File: config.mk
export PLATFORM = sky130hd
export DESIGN_NAME = burst_tx_ctrl
export DESIGN_NICKNAME = d
export VERILOG_FILES = /design/src/rtl/burst_tx_pkg.sv /design/src/rtl/btc_grouper.sv /design/src/rtl/btc_sync_timer.sv /design/src/rtl/burst_tx_ctrl.sv
export SDC_FILE = /design/constraint.sdc
export NUM_CORES = 1
export LEC_CHECK = 0
export ABC_AREA = 0
export CAP_MARGIN = 0
export CORE_ASPECT_RATIO = 1.4
export CORE_MARGIN = 3
export CORE_UTILIZATION = 39
export CTS_CLUSTER_SIZE = 12
export DETAILED_ROUTE_END_ITERATION = 7
export GPL_TIMING_DRIVEN = 0
export PLACE_DENSITY_LB_ADDON = 0.2
export RECOVER_POWER = 100
export SKIP_LAST_GASP = 1
export SLEW_MARGIN = 20
export SYNTH_ARGS = -nofsm -noshare
export SYNTH_HDL_FRONTEND = slang
export SYNTH_SLANG_ARGS = --single-unit
File: constraint.sdc
create_clock -name clk -period 2 [get_ports clk]
set_input_delay 0.4 -clock clk [delete_from_list [all_inputs] [get_ports clk]]
set_output_delay 0.4 -clock clk [all_outputs]
set_load 0.005 [all_outputs]
File: src/rtl/burst_tx_pkg.sv
package burst_tx_pkg;

    localparam int WORD_W = 66;

    typedef enum logic [1:0] {
        PH_CDR   = 2'd0,
        PH_FRAME = 2'd1,
        PH_DATA  = 2'd2
    } phase_t;

    typedef struct packed {
        logic              valid;
        logic [WORD_W-1:0] data;
    } word_t;

    // Alternating pattern, ones on even bit positions.
    function automatic logic [WORD_W-1:0] alt_pattern();
        logic [WORD_W-1:0] w;
        for (int i = 0; i < WORD_W; i++) begin
            w[i] = (i % 2 == 0);
        end
        return w;
    endfunction

endpackage

File: src/rtl/btc_grouper.sv
module btc_grouper #(
    parameter int GROUP = 4
) (
    input  logic clk,
    input  logic rst,
    input  logic clr,
    input  logic adv,
    output logic last
);
    localparam int CW = (GROUP > 1) ? $clog2(GROUP) : 1;
    localparam logic [CW-1:0] TOP = CW'(GROUP - 1);

    logic [CW-1:0] cnt;

    assign last = adv && (cnt == TOP);

    always_ff @(posedge clk) begin
        if (rst || clr) begin
            cnt <= '0;
        end else if (adv) begin
            cnt <= (cnt == TOP) ? '0 : cnt + 1'b1;
        end
    end
endmodule

File: src/rtl/btc_sync_timer.sv
module btc_sync_timer #(
    parameter int SYNC_WORDS = 8
) (
    input  logic clk,
    input  logic rst,
    input  logic pending,
    input  logic tick,
    output logic done
);
    localparam int CW = (SYNC_WORDS > 1) ? $clog2(SYNC_WORDS) : 1;
    localparam logic [CW-1:0] TOP = CW'(SYNC_WORDS - 1);

    logic [CW-1:0] cnt;

    assign done = tick && pending && (cnt == TOP);

    always_ff @(posedge clk) begin
        if (rst || !pending || done) begin
            cnt <= '0;
        end else if (tick) begin
            cnt <= cnt + 1'b1;
        end
    end
endmodule

File: src/rtl/burst_tx_ctrl.sv
module burst_tx_ctrl
    import burst_tx_pkg::*;
#(
    parameter int                CODE_W     = 9,
    parameter int                GROUP      = 4,
    parameter int                SYNC_WORDS = 8,
    parameter logic [WORD_W-1:0] DELIM      = 66'h1_F2E3_4A5B_6C7D_8E90
) (
    input  logic              clk,
    input  logic              rst,
    input  logic              code_valid,
    input  logic [CODE_W-1:0] code_in,
    input  logic              pending,
    output logic              word_valid,
    output logic [WORD_W-1:0] word_data,
    output logic              dp_rst,
    output logic              fwd_valid,
    output logic [CODE_W-1:0] fwd_code,
    output logic              laser_on
);
    localparam logic [WORD_W-1:0] SYNC = alt_pattern();

    phase_t phase, phase_nx;
    logic   grp_last, sync_done, in_data;
    word_t  word_q;

    assign in_data = (phase == PH_DATA);

    btc_grouper #(.GROUP(GROUP)) u_grp (
        .clk  (clk),
        .rst  (rst),
        .clr  (in_data),
        .adv  (code_valid && !in_data),
        .last (grp_last)
    );

    btc_sync_timer #(.SYNC_WORDS(SYNC_WORDS)) u_tmr (
        .clk     (clk),
        .rst     (rst),
        .pending (pending),
        .tick    (grp_last && phase == PH_CDR),
        .done    (sync_done)
    );

    always_comb begin
        phase_nx = phase;
        unique case (phase)
            PH_CDR:   if (sync_done) phase_nx = PH_FRAME;
            PH_FRAME: if (grp_last)  phase_nx = PH_DATA;
            PH_DATA:  if (!pending)  phase_nx = PH_CDR;
            default:                 phase_nx = PH_CDR;
        endcase
    end

    always_ff @(posedge clk) begin
        if (rst) begin
            phase     <= PH_CDR;
            word_q    <= '0;
            dp_rst    <= 1'b0;
            fwd_valid <= 1'b0;
            fwd_code  <= '0;
            laser_on  <= 1'b0;
        end else begin
            phase        <= phase_nx;
            word_q.valid <= grp_last;
            if (grp_last) begin
                word_q.data <= (phase == PH_FRAME) ? DELIM : SYNC;
            end
            dp_rst    <= grp_last && (phase == PH_FRAME);
            fwd_valid <= in_data && pending && code_valid;
            if (in_data && code_valid) begin
                fwd_code <= code_in;
            end
            laser_on  <= (phase == PH_CDR) && pending;
        end
    end

    assign word_valid = word_q.valid;
    assign word_data  = word_q.data;
endmodule

==> results of run 1 <==
-- kinds of logic after synthesis --
logic type | after synthesis | share of synthesized area [%]
flip-flops | 23 | 33.0
AO/OA/AOI/OAI | 15 | 6.10
multiplexers | 5 | 3.59
buffers and inverters | 71 | 37.2
adder cells (fa/ha/maj) | 3 | 2.69
other | 1 | 0.269
AND/OR/NAND/NOR | 45 | 17.1
-- critical path: cells and delay by family, from the launching register on --
kind / cells / cell delay [ns]
buffers and inverters: 2 / 0.72
flip-flops: 1 / 0.49
-- cell usage after synthesis, types with 2 or more instances --
library cell / n / area (um^2)
buf_4: 64 / 480
dfxtp_1: 23 / 460
a21oi_1: 12 / 60.1
nand2_1: 10 / 37.5
nand3_1: 10 / 50.1
nor2_1: 9 / 33.8
mux2i_1: 5 / 50.1
nor3_1: 5 / 25.0
buf_2: 3 / 15.0
ha_1: 3 / 37.5
inv_1: 2 / 7.51
nand3b_1: 2 / 15.0
nor2b_1: 2 / 12.5
-- per-stage QoR --
step	util, %	hold slack (ns)
after floorplan	-	0.453
after global placement	65.6	0.443
after detailed placement	65.6	0.451
after CTS	67.1	0.410
after global routing	66.3	0.436
final	66.3	0.423
-- layer usage --
layer,global-route usage [%],wire [um],vias to the layer above
met5,0,0,-
met4,4.28,19,0
met3,3.03,175,4
met2,26.9,1720,31
met1,13.7,1170,519
li1,-,-,631
-- registers in the layout, indices dropped and copies added (netlist names) --
| signal | flops |
|---|---|
| word_valid | 1 |
| u_tmr.cnt | 3 |
| u_grp.cnt | 2 |
| phase | 2 |
| dp_rst | 1 |
| fwd_code | 9 |
| word_data | 3 |
| laser_on | 1 |
| fwd_valid | 1 |
-- how the worst min path moves through the flow --
| stage | startpoint | to | slack (ns) |
|---|---|---|---|
| 4_1_cts | rst | word_data[58]$_SDFFE_PP0N_ | 0.41 |
| 3_3_place_gp | fwd_code[3]$_SDFFE_PP0P_ | fwd_code[3]$_SDFFE_PP0P_ | 0.44 |
| 3_5_place_dp | fwd_code[0]$_SDFFE_PP0P_ | fwd_code[0]$_SDFFE_PP0P_ | 0.45 |
| 6_report | rst | word_data[58]$_SDFFE_PP0N_ | 0.42 |
| 2_1_floorplan | fwd_code[0]$_SDFFE_PP0P_ | fwd_code[0]$_SDFFE_PP0P_ | 0.45 |
| 5_1_grt | rst | phase[1]$_SDFFE_PP0P_ | 0.44 |
-- area by class of cell --
type	instances	area share, %
timing repair buffer	74	32.8
buffer	69	22.1
sequential	23	20.5
multi-input combinational	83	20.0
tap	40	2.21
clock buffer	3	1.83
inverter	2	0.332
clock inverter	1	0.221
-- report_power, final --
| group | internal [mW] | total [mW] | leakage [nW] | switching, mW |
|---|---|---|---|---|
| Sequential | 0.463 | 0.469 | 0.187 | 0.00537 |
| Clock | 0.139 | 0.283 | 0.0255 | 0.144 |
| Combinational | 0.0775 | 0.120 | 0.817 | 0.0422 |
| Total | 0.680 | 0.871 | 1.03 | 0.192 |
-- repair_timing --
action | in CTS | in global routing
resized for setup | 3 | 0
hold buffers | 0 | 0
endpoints found under the setup margin | 48 | 0
==> results.ini, run 1 <==
[cells_and_area]
stdcell_area_um2 = 2260
fillers = 308
multi_input_area_um2 = 453
seq_area_um2 = 464
final_nets = 272
diodes = 0
area_delta_synth_final_pct = 62.2
final_layout_size_suffix_gt1_share_pct = 29.0
layoutNonFillerInstCount = 295
layout_common_cells = 57 x clkdlybuf4s50_1, 48 x clkbuf_4, 20 x dfxtp_1
layout_commonest_cell = clkdlybuf4s50_1

[synthesis]
syn_area_um2 = 1390
synth-warning-count = 0
synthCells = 163
synth.distinct_cells = 26
synthArstFlopShare_pct = 0
synth_seq_cells = 23
synth_flop_cell = dfxtp_1
syn_avg_cell_area_um2 = 8.55
ys_seq_area_share_pct = 33.0
synth_edf_count = 0

[placed_design]
dpl.cell_count = 291
io_buffers = 74
place_area_um2 = 2240
routabilityCongestion = 0.728
dpl.hpwl_mm = 2.52
pre_cts_slack_ns = 0.195

[clock_tree]
cts.clk_slew.worst_paths_ns = 0.08
clkLatencyLatePin_ns = 0.26
clock-sinks = 23
clock_tree.buffer_depth = 2
cts_tree = built
post-cts-setup-buffers = 0
cts_max_level = 1
cts-buffers-inserted = 3
cts_root_buf = clkbuf_8

[floorplan]
coreArea_um2 = 3410
dieHeight_um = 76.7
rows = 25
die_w_um = 56.5
floorplan.initialDensity_pct = 40.9
io_pins = 92
die_area_um2 = 4340

[critical_path]
r2r-start = phase[1]$_SDFFE_PP0P_
critical_path_required_ns = 1.60
slowest_stage = clkdlybuf4s50_1
endpoint_kind = output port
reg2reg_depth = 5
rrSetupSlack_ns = 0.36
worstSetupPathType = flop to output port
cp.arrival_ns = 1.46
path_cells = clkbuf_4, clkdlybuf4s50_1
startpoint = word_data[63]$_SDFFE_PP0N_
endpoint = word_data[49]
r2r_end = fwd_code[1]$_SDFFE_PP0P_
cp_max_fo = 19
max_stage_delay_ns = 0.52
crit_path_start_kind = flop

[timing]
finClkSkew_ns = 0.00452
hold_viol_final = 0
fmax_ghz = 0.536
finalMaxSlewViolations = 0
setup_viol = 0
grt_setup_unrepaired = no
finalSetupTns_ns = 0
fin_crit_sh_pct = 93.2
setup_ws_ns = 0.136
fin_crit_ns = 1.86

[drt]
drt_pass1_iterations = 4
post_drt_wl_per_cell_um = 10.4
drtIter0Drc = 40
via_per_inst = 4.02
wl_mm = 3.08
post-route-drc-count = 0
vias = 1185
drtAntennaViolNets = 0

[outcome]
status = finished, final reports clean

[worst_hold_path]
min_path_cells = 2
hold_class = input port to flop

[global_routing]
grt-ovfl-total = 0
grt_max_degree = 20
antenna_found_initial = 0
grt_usage_pct = 13.7
grt_pass1_vias = 1016
grt_pass1_wl_mm = 4.77

[power_and_ir_drop]
leakage_nw = 1.03
ir_drop_mv = 0.322
p_per_area_nw_per_um2 = 385
finalPower_mw = 0.871

[flow_run]
maxCapViolCount = 0

No activity file was read; power rests on OpenSTA's default activity.
==> run 2: changes to the inputs <==
- CORE_ASPECT_RATIO: 1.4 -> not set
==> run 2 against run 1 <==
Compared with the run above: critical endpoint is now word_data[57]; sequential power barely moved; power fell by 7.7%; critical path type unchanged; final area fell by 0.22%; clock skew shrank 0.0015 ns; routed wire length rose by 0.65%; via count is 1.5% higher; flip-flop and latch count unchanged; final cell count up 2.0%.
==> results.ini, run 2 (synthesized netlist as in run 1, its figures left out) <==
[critical_path]
path_cells = buf_4, dlygate4sd3_1
reg2reg_depth = 5
rrSetupSlack_ns = 0.34
cp_max_fo = 19
cp.arrival_ns = 1.49
endpoint_kind = output port
r2r_end = fwd_code[7]$_SDFFE_PP0P_
crit_buf_inv = 2
critical_path.top_delay_family = buffers and inverters
worstSetupPathType = flop to output port
r2r-start = phase[1]$_SDFFE_PP0P_
slowest_stage = dlygate4sd3_1
max_stage_delay_ns = 0.58
critical_path_required_ns = 1.60
crit_path_start_kind = flop

[power_and_ir_drop]
p_sw_mw = 0.190
seqPwrFrac_pct = 58.1
leakage_nw = 1.09
combPwrFrac_pct = 14.9
internal_power_mw = 0.614
swShare_pct = 23.6
pwr-share-clk_pct = 26.9
p_per_area_nw_per_um2 = 356
ir_drop_mv = 0.307

[global_routing]
antenna_found_initial = 0
grt_max_degree = 20
grt-ovfl-total = 0
grt_usage_pct = 14.3
grt_pass1_vias = 1040
grt_pass1_wl_mm = 4.94

[timing]
setup_viol = 0
hold_viol_final = 0
fin_crit_ns = 1.89
finalMaxSlewViolations = 0
fin_crit_sh_pct = 94.7
finalSetupTns_ns = 0
finClkSkew_ns = 0.00302
grt_setup_unrepaired = no
fmax_ghz = 0.528

[drt]
via_per_inst = 4.00
post-route-drc-count = 0
drtIter0Drc = 35
vias = 1203
drt_pass1_iterations = 4
wl_mm = 3.10
post_drt_wl_per_cell_um = 10.3
drtAntennaViolNets = 0

[floorplan]
rows = 21
coreArea_um2 = 3390
die_w_um = 65.8
die_area_um2 = 4330
io_pins = 92
dieHeight_um = 65.8
floorplan.initialDensity_pct = 41.1

[cells_and_area]
diodes = 0
fillers = 300
area_delta_synth_final_pct = 61.8
layoutNonFillerInstCount = 301
final_nets = 272
largest_reg_flops = 9
layout_commonest_cell = buf_4
max_flop_register = fwd_code
final_layout_size_suffix_gt1_share_pct = 29.0
layout_common_cells = 46 x buf_4, 43 x clkdlybuf4s50_1, 31 x dlygate4sd3_1

[worst_hold_path]
hold_class = input port to flop
min_path_cells = 2
min_to = word_data[58]$_SDFFE_PP0N_
min_from = rst

[clock_tree]
post-cts-setup-buffers = 0
cts_max_level = 1
cts.clk_slew.worst_paths_ns = 0.13
ctsResizeCount = 3
cts_root_buf = clkbuf_4
cts_tree = built
cts-buffers-inserted = 3
cts_hold_buf = 0
clkLatencyLatePin_ns = 0.31
clock_tree.buffer_depth = 2
clock-sinks = 23

[flow_run]
maxCapViolCount = 0

[placed_design]
io_buffers = 74
dpl.cell_count = 297
dpl.hpwl_mm = 2.46
routabilityCongestion = 0.771

[outcome]
status = finished, final reports clean

## run 2: cell count changes in the layout (fill, tap and decap cells not counted), sizes merged
cell	delta
clkdlybuf4s50	-14
clkbuf	-31
dlygate4sd3	+14
buf	+31
## run 2: how the worst max path moves through the flow
| stage | depth (start not counted) | endpoint | from | slack, ns |
|---|---|---|---|---|
| 2_1_floorplan | 1 | word_data[11] | word_data[63]$_SDFFE_PP0N_ | 0.82 |
| 3_3_place_gp | 2 | word_data[53] | word_data[63]$_SDFFE_PP0N_ | 0.24 |
| 3_5_place_dp | 2 | word_data[57] | word_data[63]$_SDFFE_PP0N_ | 0.20 |
| 4_1_cts | 2 | word_data[57] | word_data[63]$_SDFFE_PP0N_ | 0.04 |
| 5_1_grt | 2 | word_data[52] | word_data[58]$_SDFFE_PP0N_ | 0.03 |
| 6_report | 2 | word_data[57] | word_data[63]$_SDFFE_PP0N_ | 0.11 |
## run 2: cell type report
type / instances / area (um^2) / share of cell area (%)
tap: 46 / 57.6 / 2.55
buffer: 69 / 499 / 22.1
inverter: 2 / 7.51 / 0.333
clock inverter: 1 / 5.00 / 0.222
timing repair buffer: 74 / 741 / 32.8
multi-input combinational: 83 / 454 / 20.1
sequential: 23 / 469 / 20.8
clock buffer: 3 / 22.5 / 0.998
## run 2: worst register-to-register path, cell delays in order, from the launching register on
cell,delay (ns)
dfxtp_1,0.33
clkbuf_1,0.27
nor2b_1,0.33
clkbuf_1,0.39
nand3_1,0.13
a21oi_1,0.13
## run 2: routing by layer
metal  GRT usage, %  routed length (um)
met2           24.0                1500
met1           18.0                1250
met5              0                   0
met3           4.76                 335
met4           2.33                   7
## run 2: per-stage QoR
stage	power (mW)	hold WS [ns]	worst slack [ns]	utilization (%)	area, um^2
after detailed placement	0.601	0.447	0.198	66.2	2240
after global placement	0.600	0.442	0.237	66.2	2240
final	0.804	0.367	0.105	66.6	2260
after floorplan	0.548	0.453	0.821	-	1450
after CTS	0.818	0.358	0.0394	67.1	2280
after global routing	0.842	0.380	0.0338	66.6	2260
## run 2: power by group through the flow
| stage | Sequential [mW] | Combinational [mW] | Clock, mW |
|---|---|---|---|
| after floorplan | 0.479 | 0.0688 | 0 |
| after global placement | 0.480 | 0.121 | 0 |
| after detailed placement | 0.480 | 0.121 | 0 |
| after CTS | 0.470 | 0.122 | 0.227 |
| after global routing | 0.469 | 0.133 | 0.241 |
| final | 0.467 | 0.120 | 0.217 |
